## config.mk

```make
export PLATFORM = sky130hd
export DESIGN_NAME = bcd_sec_counter
export DESIGN_NICKNAME = d
export VERILOG_FILES = /design/src/rtl/bcd_cnt_pkg.sv /design/src/rtl/tick_prescaler.sv /design/src/rtl/bcd_digit_stage.sv /design/src/rtl/bcd_seg_decoder.sv /design/src/rtl/bcd_sec_counter.sv
export SDC_FILE = /design/constraint.sdc
export NUM_CORES = 1
export LEC_CHECK = 0
export BUFFER_PORTS_ARGS = -buffer_cell sky130_fd_sc_hd__buf_2
export CAP_MARGIN = 20
export CELL_PAD_IN_SITES_DETAIL_PLACEMENT = 0
export CELL_PAD_IN_SITES_GLOBAL_PLACEMENT = 1
export CORE_MARGIN = 3
export CORE_UTILIZATION = 30
export CTS_CLUSTER_DIAMETER = 120
export CTS_CLUSTER_SIZE = 12
export DETAILED_ROUTE_END_ITERATION = 8
export HOLD_SLACK_MARGIN = 0.15
export PLACE_DENSITY_LB_ADDON = 0.08
export RECOVER_POWER = 25
export SETUP_SLACK_MARGIN = 0.02
export SYNTH_ARGS = -nofsm -noshare
export SYNTH_HDL_FRONTEND = slang
export SYNTH_SLANG_ARGS = --single-unit
```

## constraint.sdc

```tcl
create_clock -name clk -period 2.9 [get_ports clk]
set_clock_uncertainty 0.1 [all_clocks]
set_input_delay 0.29 -clock clk [delete_from_list [all_inputs] [get_ports clk]]
set_output_delay 0.29 -clock clk [all_outputs]
set_load 0.02 [all_outputs]
```

## src/rtl/bcd_cnt_pkg.sv

```systemverilog
package bcd_cnt_pkg;

  localparam int unsigned DIGIT_W = 4;
  localparam int unsigned SEG_W   = 7;

  typedef logic [DIGIT_W-1:0] bcd_t;
  typedef logic [SEG_W-1:0]   seg_t;

  localparam bcd_t DIGIT_MAX = 4'd9;

  // Active-low pattern, bit 0 = segment a ... bit 6 = segment g.
  function automatic seg_t seg_of(input bcd_t d);
    seg_t s;
    case (d)
      4'd0:    s = 7'b1000000;
      4'd1:    s = 7'b1111001;
      4'd2:    s = 7'b0100100;
      4'd3:    s = 7'b0110000;
      4'd4:    s = 7'b0011001;
      4'd5:    s = 7'b0010010;
      4'd6:    s = 7'b0000010;
      4'd7:    s = 7'b1111000;
      4'd8:    s = 7'b0000000;
      4'd9:    s = 7'b0010000;
      default: s = 7'b1111111;
    endcase
    return s;
  endfunction

endpackage

```

## src/rtl/tick_prescaler.sv

```systemverilog
module tick_prescaler #(
  parameter int unsigned CLK_HZ = 50_000_000
) (
  input  logic clk,
  input  logic rst_n,
  output logic tick_o
);

  localparam int unsigned CW = (CLK_HZ > 2) ? $clog2(CLK_HZ) : 1;
  localparam logic [CW-1:0] TC = CW'(CLK_HZ - 1);

  logic [CW-1:0] cnt_q;

  assign tick_o = (cnt_q == TC);

  always_ff @(posedge clk) begin
    if (!rst_n)       cnt_q <= '0;
    else if (tick_o)  cnt_q <= '0;
    else              cnt_q <= cnt_q + CW'(1);
  end

  // the phase counter never leaves its period
  p_cnt_range_r2: assert property (@(posedge clk) disable iff (!rst_n)
    cnt_q <= TC);

  // a strobe restarts the period
  p_restart_r2: assert property (@(posedge clk) disable iff (!rst_n)
    tick_o |=> (cnt_q == '0));

  // without a strobe the phase moves forward by one
  p_step_r2: assert property (@(posedge clk) disable iff (!rst_n)
    !tick_o |=> (cnt_q == $past(cnt_q) + CW'(1)));

  // reset leaves the prescaler at phase zero
  p_reset_clear_r7: assert property (@(posedge clk)
    !rst_n |=> (cnt_q == '0));

endmodule

```

## src/rtl/bcd_digit_stage.sv

```systemverilog
module bcd_digit_stage
  import bcd_cnt_pkg::*;
(
  input  logic clk,
  input  logic rst_n,
  input  logic inc_i,
  output bcd_t val_o,
  output logic carry_o
);

  bcd_t val_q;

  assign val_o   = val_q;
  assign carry_o = inc_i && (val_q == DIGIT_MAX);

  always_ff @(posedge clk) begin
    if (!rst_n)
      val_q <= '0;
    else if (inc_i)
      val_q <= (val_q == DIGIT_MAX) ? bcd_t'(0) : val_q + bcd_t'(1);
  end

  // digit stays decimal
  p_digit_range_r9: assert property (@(posedge clk) disable iff (!rst_n)
    val_q <= DIGIT_MAX);

  // without an enable the digit holds
  p_hold_r4: assert property (@(posedge clk) disable iff (!rst_n)
    !inc_i |=> $stable(val_q));

  // nine wraps to zero
  p_wrap_r3: assert property (@(posedge clk) disable iff (!rst_n)
    (inc_i && val_q == DIGIT_MAX) |=> (val_q == '0));

  // below nine the digit steps by one
  p_step_r3: assert property (@(posedge clk) disable iff (!rst_n)
    (inc_i && val_q != DIGIT_MAX) |=> (val_q == $past(val_q) + bcd_t'(1)));

  // reset clears the digit
  p_reset_r1: assert property (@(posedge clk)
    !rst_n |=> (val_q == '0));

endmodule

```

## src/rtl/bcd_seg_decoder.sv

```systemverilog
module bcd_seg_decoder
  import bcd_cnt_pkg::*;
(
  input  bcd_t digit_i,
  output seg_t seg_n_o
);

  assign seg_n_o = seg_of(digit_i);

  // a decimal digit always lights at least two segments
  always_comb begin
    if (digit_i <= DIGIT_MAX)
      p_seg_lit_r8: assert ($countones(~seg_n_o) >= 2);
  end

endmodule

```

## src/rtl/bcd_sec_counter.sv

```systemverilog
module bcd_sec_counter
  import bcd_cnt_pkg::*;
#(
  parameter int unsigned CLK_HZ     = 50_000_000,
  parameter int unsigned NUM_DIGITS = 3,
  parameter bit          SEG_EN     = 1'b1
) (
  input  logic                          clk,
  input  logic                          rst_btn_n,
  output logic [NUM_DIGITS*DIGIT_W-1:0] bcd_o,
  output logic [NUM_DIGITS*SEG_W-1:0]   seg_n_o
);

  localparam int unsigned BCD_W = NUM_DIGITS * DIGIT_W;

  logic                tick;
  logic [NUM_DIGITS:0] inc_chain;
  bcd_t                digit [NUM_DIGITS];

  tick_prescaler #(.CLK_HZ(CLK_HZ)) u_prescaler (
    .clk    (clk),
    .rst_n  (rst_btn_n),
    .tick_o (tick)
  );

  assign inc_chain[0] = tick;

  for (genvar gi = 0; gi < NUM_DIGITS; gi++) begin : g_digit
    bcd_digit_stage u_stage (
      .clk     (clk),
      .rst_n   (rst_btn_n),
      .inc_i   (inc_chain[gi]),
      .val_o   (digit[gi]),
      .carry_o (inc_chain[gi+1])
    );
    assign bcd_o[gi*DIGIT_W +: DIGIT_W] = digit[gi];

    if (SEG_EN) begin : g_seg
      bcd_seg_decoder u_seg (
        .digit_i (digit[gi]),
        .seg_n_o (seg_n_o[gi*SEG_W +: SEG_W])
      );
    end else begin : g_noseg
      assign seg_n_o[gi*SEG_W +: SEG_W] = '1;
    end
  end

  logic all_nines;
  always_comb begin
    all_nines = 1'b1;
    for (int i = 0; i < NUM_DIGITS; i++)
      if (digit[i] != DIGIT_MAX) all_nines = 1'b0;
  end

  // the whole count holds between strobes
  p_hold_r2: assert property (@(posedge clk) disable iff (!rst_btn_n)
    !tick |=> $stable(bcd_o));

  // full count rolls over to zero
  p_wrap_all_r6: assert property (@(posedge clk) disable iff (!rst_btn_n)
    (tick && all_nines) |=> (bcd_o == '0));

  // the top carry leaves only from all-nines
  p_top_carry_r5: assert property (@(posedge clk) disable iff (!rst_btn_n)
    inc_chain[NUM_DIGITS] |-> all_nines);

  // reset clears the whole count
  p_reset_all_r1: assert property (@(posedge clk)
    !rst_btn_n |=> (bcd_o == BCD_W'(0)));

endmodule

```

==> metrics.csv, run 1 <==
metric,value,unit
yosysUniqueCellTypes,67,
clock-sinks,59,
core,0.0105,mm2
first_pass_iters,4,
hold_path_startpoint,rst_btn_n,
multi_input_area,0.00199,mm2
reg2reg_to,g_digit[0].g_seg.u_seg.seg_n_o[0]$_DFF_P_,
clk_latency,340,ps
fillCellCount,1109,
r2r-start,u_prescaler.cnt_q[1]$_SDFF_PP0_,
final_cell_mix,"dfxtp_1, nor2_1, buf_4, nand2_1, clkbuf_1",
cts.htree.levels,3,
core.rowCount,37,
clock_path_buffers,2,
syn_nets,386,
crit_buf_inv,1,
synth.area.top_cells,"dfxtp_1, ha_1, nor2_1",
ant_nets,0,
finalHoldViolations,0,
overflow,0,
fin_crit_sh,94.6,%
drc_errors,0,
first_global_vias,2838,
dr_total_vias,2819,
crit_fanout,4,
die_y,110,um
hold_depth,4,
netlist_area,0.00327,mm2
antenna_found_initial,0,
hold_slack,292,ps
dieArea,0.0122,mm2
grt_max_degree,25,
wl_per_cell,14.2,um
drt_iter0_drc,103,
crit_required,3040,ps
grt_usage,14.0,%
pin_count,35,
ys_ff_latch,59,
setup_viol,0,
port_buffers,34,
crit_path_max_incr_delay,410,ps
ys_warn_count,0,
initial_core_util,31.3,%
synth-edff-count,0,
min_path_type,in -> reg,
cp-start-kind,flip-flop,
final_nets,454,
final_common_cell,dfxtp_1,
synth_top_area_share,36.1,%
grt_pass1_wl,14300,um
cts_tree,yes,
power.density,399,mW/mm2
synth_area_per_cell,8.89,um2
ys_seq_area_share,36.1,%
antenna_cells,0,
crit_type,reg -> reg,
routed_wl,8170,um
hold_buffers,0,
critPathSlowestCell,dfxtp_1,
routabilityCongestion,0.787,
viasPerCell,4.89,
die_w,110,um
area_growth,23.2,%
crit_arrival,2890,ps
worst_hold_path.endpoint,g_digit[1].u_stage.val_o[1]$_SDFFE_PN0N_,
fin_crit,2740,ps
syn_inst,368,
fmax,364,MHz
cp_top_family,simple AND/OR/NAND/NOR gates,
drive_above_1_share,22.0,%
power_leakage,1.59,nW
slew_headroom,65.9,%
path_clk_slew,80,ps
numCtsBuffers,9,
ys.flop_type,dfxtp_1,
end_kind,flip-flop,
register_area,0.00118,mm2
cts_root_buffer,clkbuf_8,
outcome,completed,
yosysTopAreaCell,dfxtp_1,
rsz0062_at_grt,false,
place_hpwl,5960,um
final_max_slew_viol_count,0,
maxCapViolCount,0,
tns,0,ps
rrSetupSlack,160,ps
ir_worst_vdd,0.000215,V
reg2regPathDepth,10,
cp_cell_sequence,"ha_4, and4_4, nand4_2, or2_2, nand3b_1, a21oi_2, inv_1, ha_1, or3_1, a32o_1",
synth-async-reset-ratio,0,%
worst_pin_slew,501,ps
==> layout make-up <==
| class | count | share of cell area (%) |
|---|---|---|
| multi-input cells | 276 | 49.4 |
| clock buffers | 10 | 3.17 |
| well taps | 136 | 4.22 |
| flip-flops and latches | 59 | 29.3 |
| repair buffers | 71 | 10.4 |
| clock inverters | 6 | 1.65 |
| inverters | 19 | 1.77 |
==> power breakdown <==
group / internal [mW] / total (mW) / leakage [nW] / switching (mW)
Clock: 0.396 / 0.754 / 0.0885 / 0.358
Combinational: 0.0132 / 0.0376 / 1.03 / 0.0244
Sequential: 0.813 / 0.818 / 0.476 / 0.00436
Total: 1.22 / 1.61 / 1.59 / 0.387
==> worst reg2reg max path, delay by kind of cell (launching register included) <==
kind,cells,cell delay (ps)
fa+ha+maj,2,380
simple gates,5,1150
compound gates,2,490
flops,1,410
buf+inv,1,110
==> flip-flops by register name, summed over array words and instances, names as in the netlist <==
name                         count
u_prescaler.cnt_q               26
g_digit.u_stage.val_o           12
g_digit.g_seg.u_seg.seg_n_o     21
==> cells in the mapped netlist (all sizes together), types with 3 or more instances <==
| cell | instances |
|---|---|
| a21oi | 23 |
| dfxtp | 59 |
| nand4 | 13 |
| or3 | 5 |
| nor4 | 5 |
| nand2b | 7 |
| nand3b | 3 |
| nor3 | 14 |
| xnor2 | 15 |
| nor2 | 43 |
| xor2 | 14 |
| nand3 | 13 |
| o21a | 4 |
| mux2i | 9 |
| and2 | 4 |
| and3 | 8 |
| inv | 19 |
| o211ai | 3 |
| clkbuf | 10 |
| nand2 | 24 |
| ha | 16 |
| and4 | 6 |
| buf | 4 |
| or2 | 3 |
| o21ai | 10 |
==> per-layer routing <==
| metal | part of all wire [%] | GRT usage [%] | vias up | routed length, um |
|---|---|---|---|---|
| met5 | 0 | 0 | - | 0 |
| met4 | 1.1 | 3.86 | 0 | 87 |
| met3 | 3.5 | 3.89 | 7 | 284 |
| met2 | 47 | 23.0 | 38 | 3830 |
| li1 | - | - | 1439 | - |
| met1 | 49 | 17.9 | 1335 | 3960 |
==> metrics by stage <==
step | utilization (%) | total power [mW] | instance area (um2) | instances | worst slack, ps
floorplan | - | 0.855 | 3270 | 368 | 70.3
global placement | 36.3 | 0.871 | 3800 | 558 | 58.2
detailed placement | 36.3 | 0.870 | 3800 | 558 | 0.807
CTS | 38.2 | 1.64 | 4000 | 574 | 48.4
global route | 38.5 | 1.67 | 4030 | 577 | 27.7
finish | 38.5 | 1.61 | 4030 | 577 | 155
==> what timing repair did <==
action / in CTS / in global routing
buffers inserted: 0 / 3
endpoints found under the setup margin: 2 / 16
resized for setup: 1 / 9
pin swaps: 0 / 3
==> how the worst max path moves through the flow <==
stage | start | slack, ps | endpoint | depth (start not counted)
final | u_prescaler.cnt_q[1]$_SDFF_PP0_ | 160 | g_digit[0].g_seg.u_seg.seg_n_o[0]$_DFF_P_ | 10
after global placement | u_prescaler.cnt_q[1]$_SDFF_PP0_ | 60 | g_digit[0].g_seg.u_seg.seg_n_o[0]$_DFF_P_ | 10
after global routing | u_prescaler.cnt_q[24]$_SDFF_PP0_ | 30 | g_digit[0].g_seg.u_seg.seg_n_o[0]$_DFF_P_ | 10
after CTS | u_prescaler.cnt_q[1]$_SDFF_PP0_ | 50 | g_digit[1].g_seg.u_seg.seg_n_o[6]$_DFF_P_ | 10
after floorplan | u_prescaler.cnt_q[0]$_SDFF_PP0_ | 70 | g_digit[0].g_seg.u_seg.seg_n_o[0]$_DFF_P_ | 10
after detailed placement | u_prescaler.cnt_q[1]$_SDFF_PP0_ | 0.8 | g_digit[0].g_seg.u_seg.seg_n_o[0]$_DFF_P_ | 10
==> cells by family (layout without fill, tap and decap cells) <==
kind of cell | after synthesis | count (layout) | synth area share, %
XOR/XNOR | 29 | 29 | 7.77
multiplexers | 10 | 10 | 3.33
AO/OA/AOI/OAI | 64 | 64 | 13.9
buffers and inverters | 33 | 106 | 4.13
flip-flops | 59 | 59 | 36.1
adder cells (fa/ha/maj) | 16 | 16 | 6.12
AND/OR/NAND/NOR | 157 | 157 | 28.7
Power figures use the tool's default switching activity.
==> run 2: changes to the inputs <==
- clock period: 2.9 -> 2.6 ns (I/O delays scaled with it)
==> metrics.csv, run 2 (synthesized netlist as in run 1, its figures left out) <==
metric,value,unit
hold_slack,273,ps
cts_tree,yes,
first_pass_iters,4,
final_common_cell,buf_4,
crit_arrival,2700,ps
reg2regPathDepth,9,
cp-start-kind,flip-flop,
fin_util,43.2,%
viasPerCell,4.70,
min_path_type,in -> reg,
grt_max_degree,25,
maxCapViolCount,0,
placed_area,0.00414,mm2
outcome,completed,
final_max_slew_viol_count,0,
fin_cells,623,
drt_iter0_drc,119,
antenna_cells,0,
clk_latency,340,ps
place_ws,-84.2,ps
place_hpwl,6400,um
grt_usage,14.1,%
fmax,390,MHz
final_nets,500,
slew_headroom,70.9,%
cts_root_buffer,clkbuf_8,
path_clk_slew,70,ps
clock_path_buffers,2,
routed_wl,8420,um
core,0.0105,mm2
cts.htree.levels,3,
overflow,0,
top_register,u_prescaler.cnt_q,
wl_per_cell,13.5,um
crit_required,2740,ps
hold_depth,4,
dr_total_vias,2931,
clock-sinks,59,
setup_viol,0,
drc_errors,0,
first_global_vias,2855,
fin_crit,2570,ps
setup_slack,33.8,ps
die_w,110,um
grt_pass1_wl,14300,um
power_leakage,1.92,nW
finalHoldViolations,0,
rsz0062_at_grt,true,
final_cell_mix,"buf_4, dfxtp_1, nor2_1, nand2_1, clkbuf_1",
ant_nets,0,
initial_core_util,31.3,%
worst_pin_slew,437,ps
fillCellCount,1088,
fin_crit_sh,98.7,%
crit_fanout,3,
end_kind,flip-flop,
tns,0,ps
drive_above_1_share,34.5,%
dp_cells,598,
port_buffers,34,
numCtsBuffers,9,
area_growth,38.1,%
crit_type,reg -> reg,
die_y,110,um
antenna_found_initial,0,
largest_reg_flops,26,
core.rowCount,37,
ir_worst_vdd,0.000212,V
total_power,1.92,mW
final_cell_area,0.00452,mm2
power.density,425,mW/mm2
pin_count,35,
dieArea,0.0122,mm2
routabilityCongestion,0.781,
-- run 2: changes by cell type in the layout (fill, tap and decap cells not counted), sizes merged --
| cell | change |
|---|---|
| clkinv | +1 |
| buf | +50 |
| bufinv | +1 |
| clkinvlp | -3 |
| clkbuf | -3 |
-- run 2: routing by layer --
metal	up-vias	track usage (%)	wire, um
met1	1351	18.1	4130
li1	1537	-	-
met3	5	4.00	249
met5	-	0	0
met2	38	23.5	3960
met4	0	2.96	74
-- run 2: power breakdown --
group / leakage [nW] / switching [mW] / internal [mW]
registers: 0.477 / 0.00376 / 0.908
logic: 1.32 / 0.0272 / 0.0168
clock network: 0.119 / 0.379 / 0.587
total: 1.92 / 0.410 / 1.51
-- run 2: critical path: stages, from the launching register on --
cell and delay, ps:
dfxtp_2 340, nor4_4 290, buf_4 170, nand4b_4 100, or2_4 240, nand3b_1 210, a21oi_4 210, ha_4 230
or3_1 310, a32o_1 250
-- run 2: area by class of cell --
| class | count | area (um2) | share of cell area, % |
|---|---|---|---|
| timing repair buffer | 117 | 773 | 17.1 |
| multi-input combinational | 276 | 2090 | 46.3 |
| clock buffer | 11 | 151 | 3.35 |
| inverter | 19 | 71.3 | 1.58 |
| clock inverter | 5 | 75.1 | 1.66 |
| tap | 136 | 170 | 3.77 |
| sequential | 59 | 1190 | 26.3 |
-- run 2: timing repair --
action                                 in CTS  in global routing
endpoints found under the hold margin       0                  0
gates resized for setup                    10                 23
setup endpoints to repair                  14                 18
hold buffers                                0                  0
pin swaps                                  11                 17
cloned                                      0                  0
setup buffers                               3                  6
-- run 2: worst paths after layout --
kind                                    start                                        end  slack, ps
max          u_prescaler.cnt_q[18]$_SDFF_PP0_  g_digit[0].g_seg.u_seg.seg_n_o[3]$_DFF_P_         30
min                                 rst_btn_n   g_digit[1].u_stage.val_o[1]$_SDFFE_PN0N_        270
max reg2reg  u_prescaler.cnt_q[18]$_SDFF_PP0_  g_digit[0].g_seg.u_seg.seg_n_o[3]$_DFF_P_         30
min reg2reg  u_prescaler.cnt_q[25]$_SDFF_PP0_           u_prescaler.cnt_q[25]$_SDFF_PP0_        420
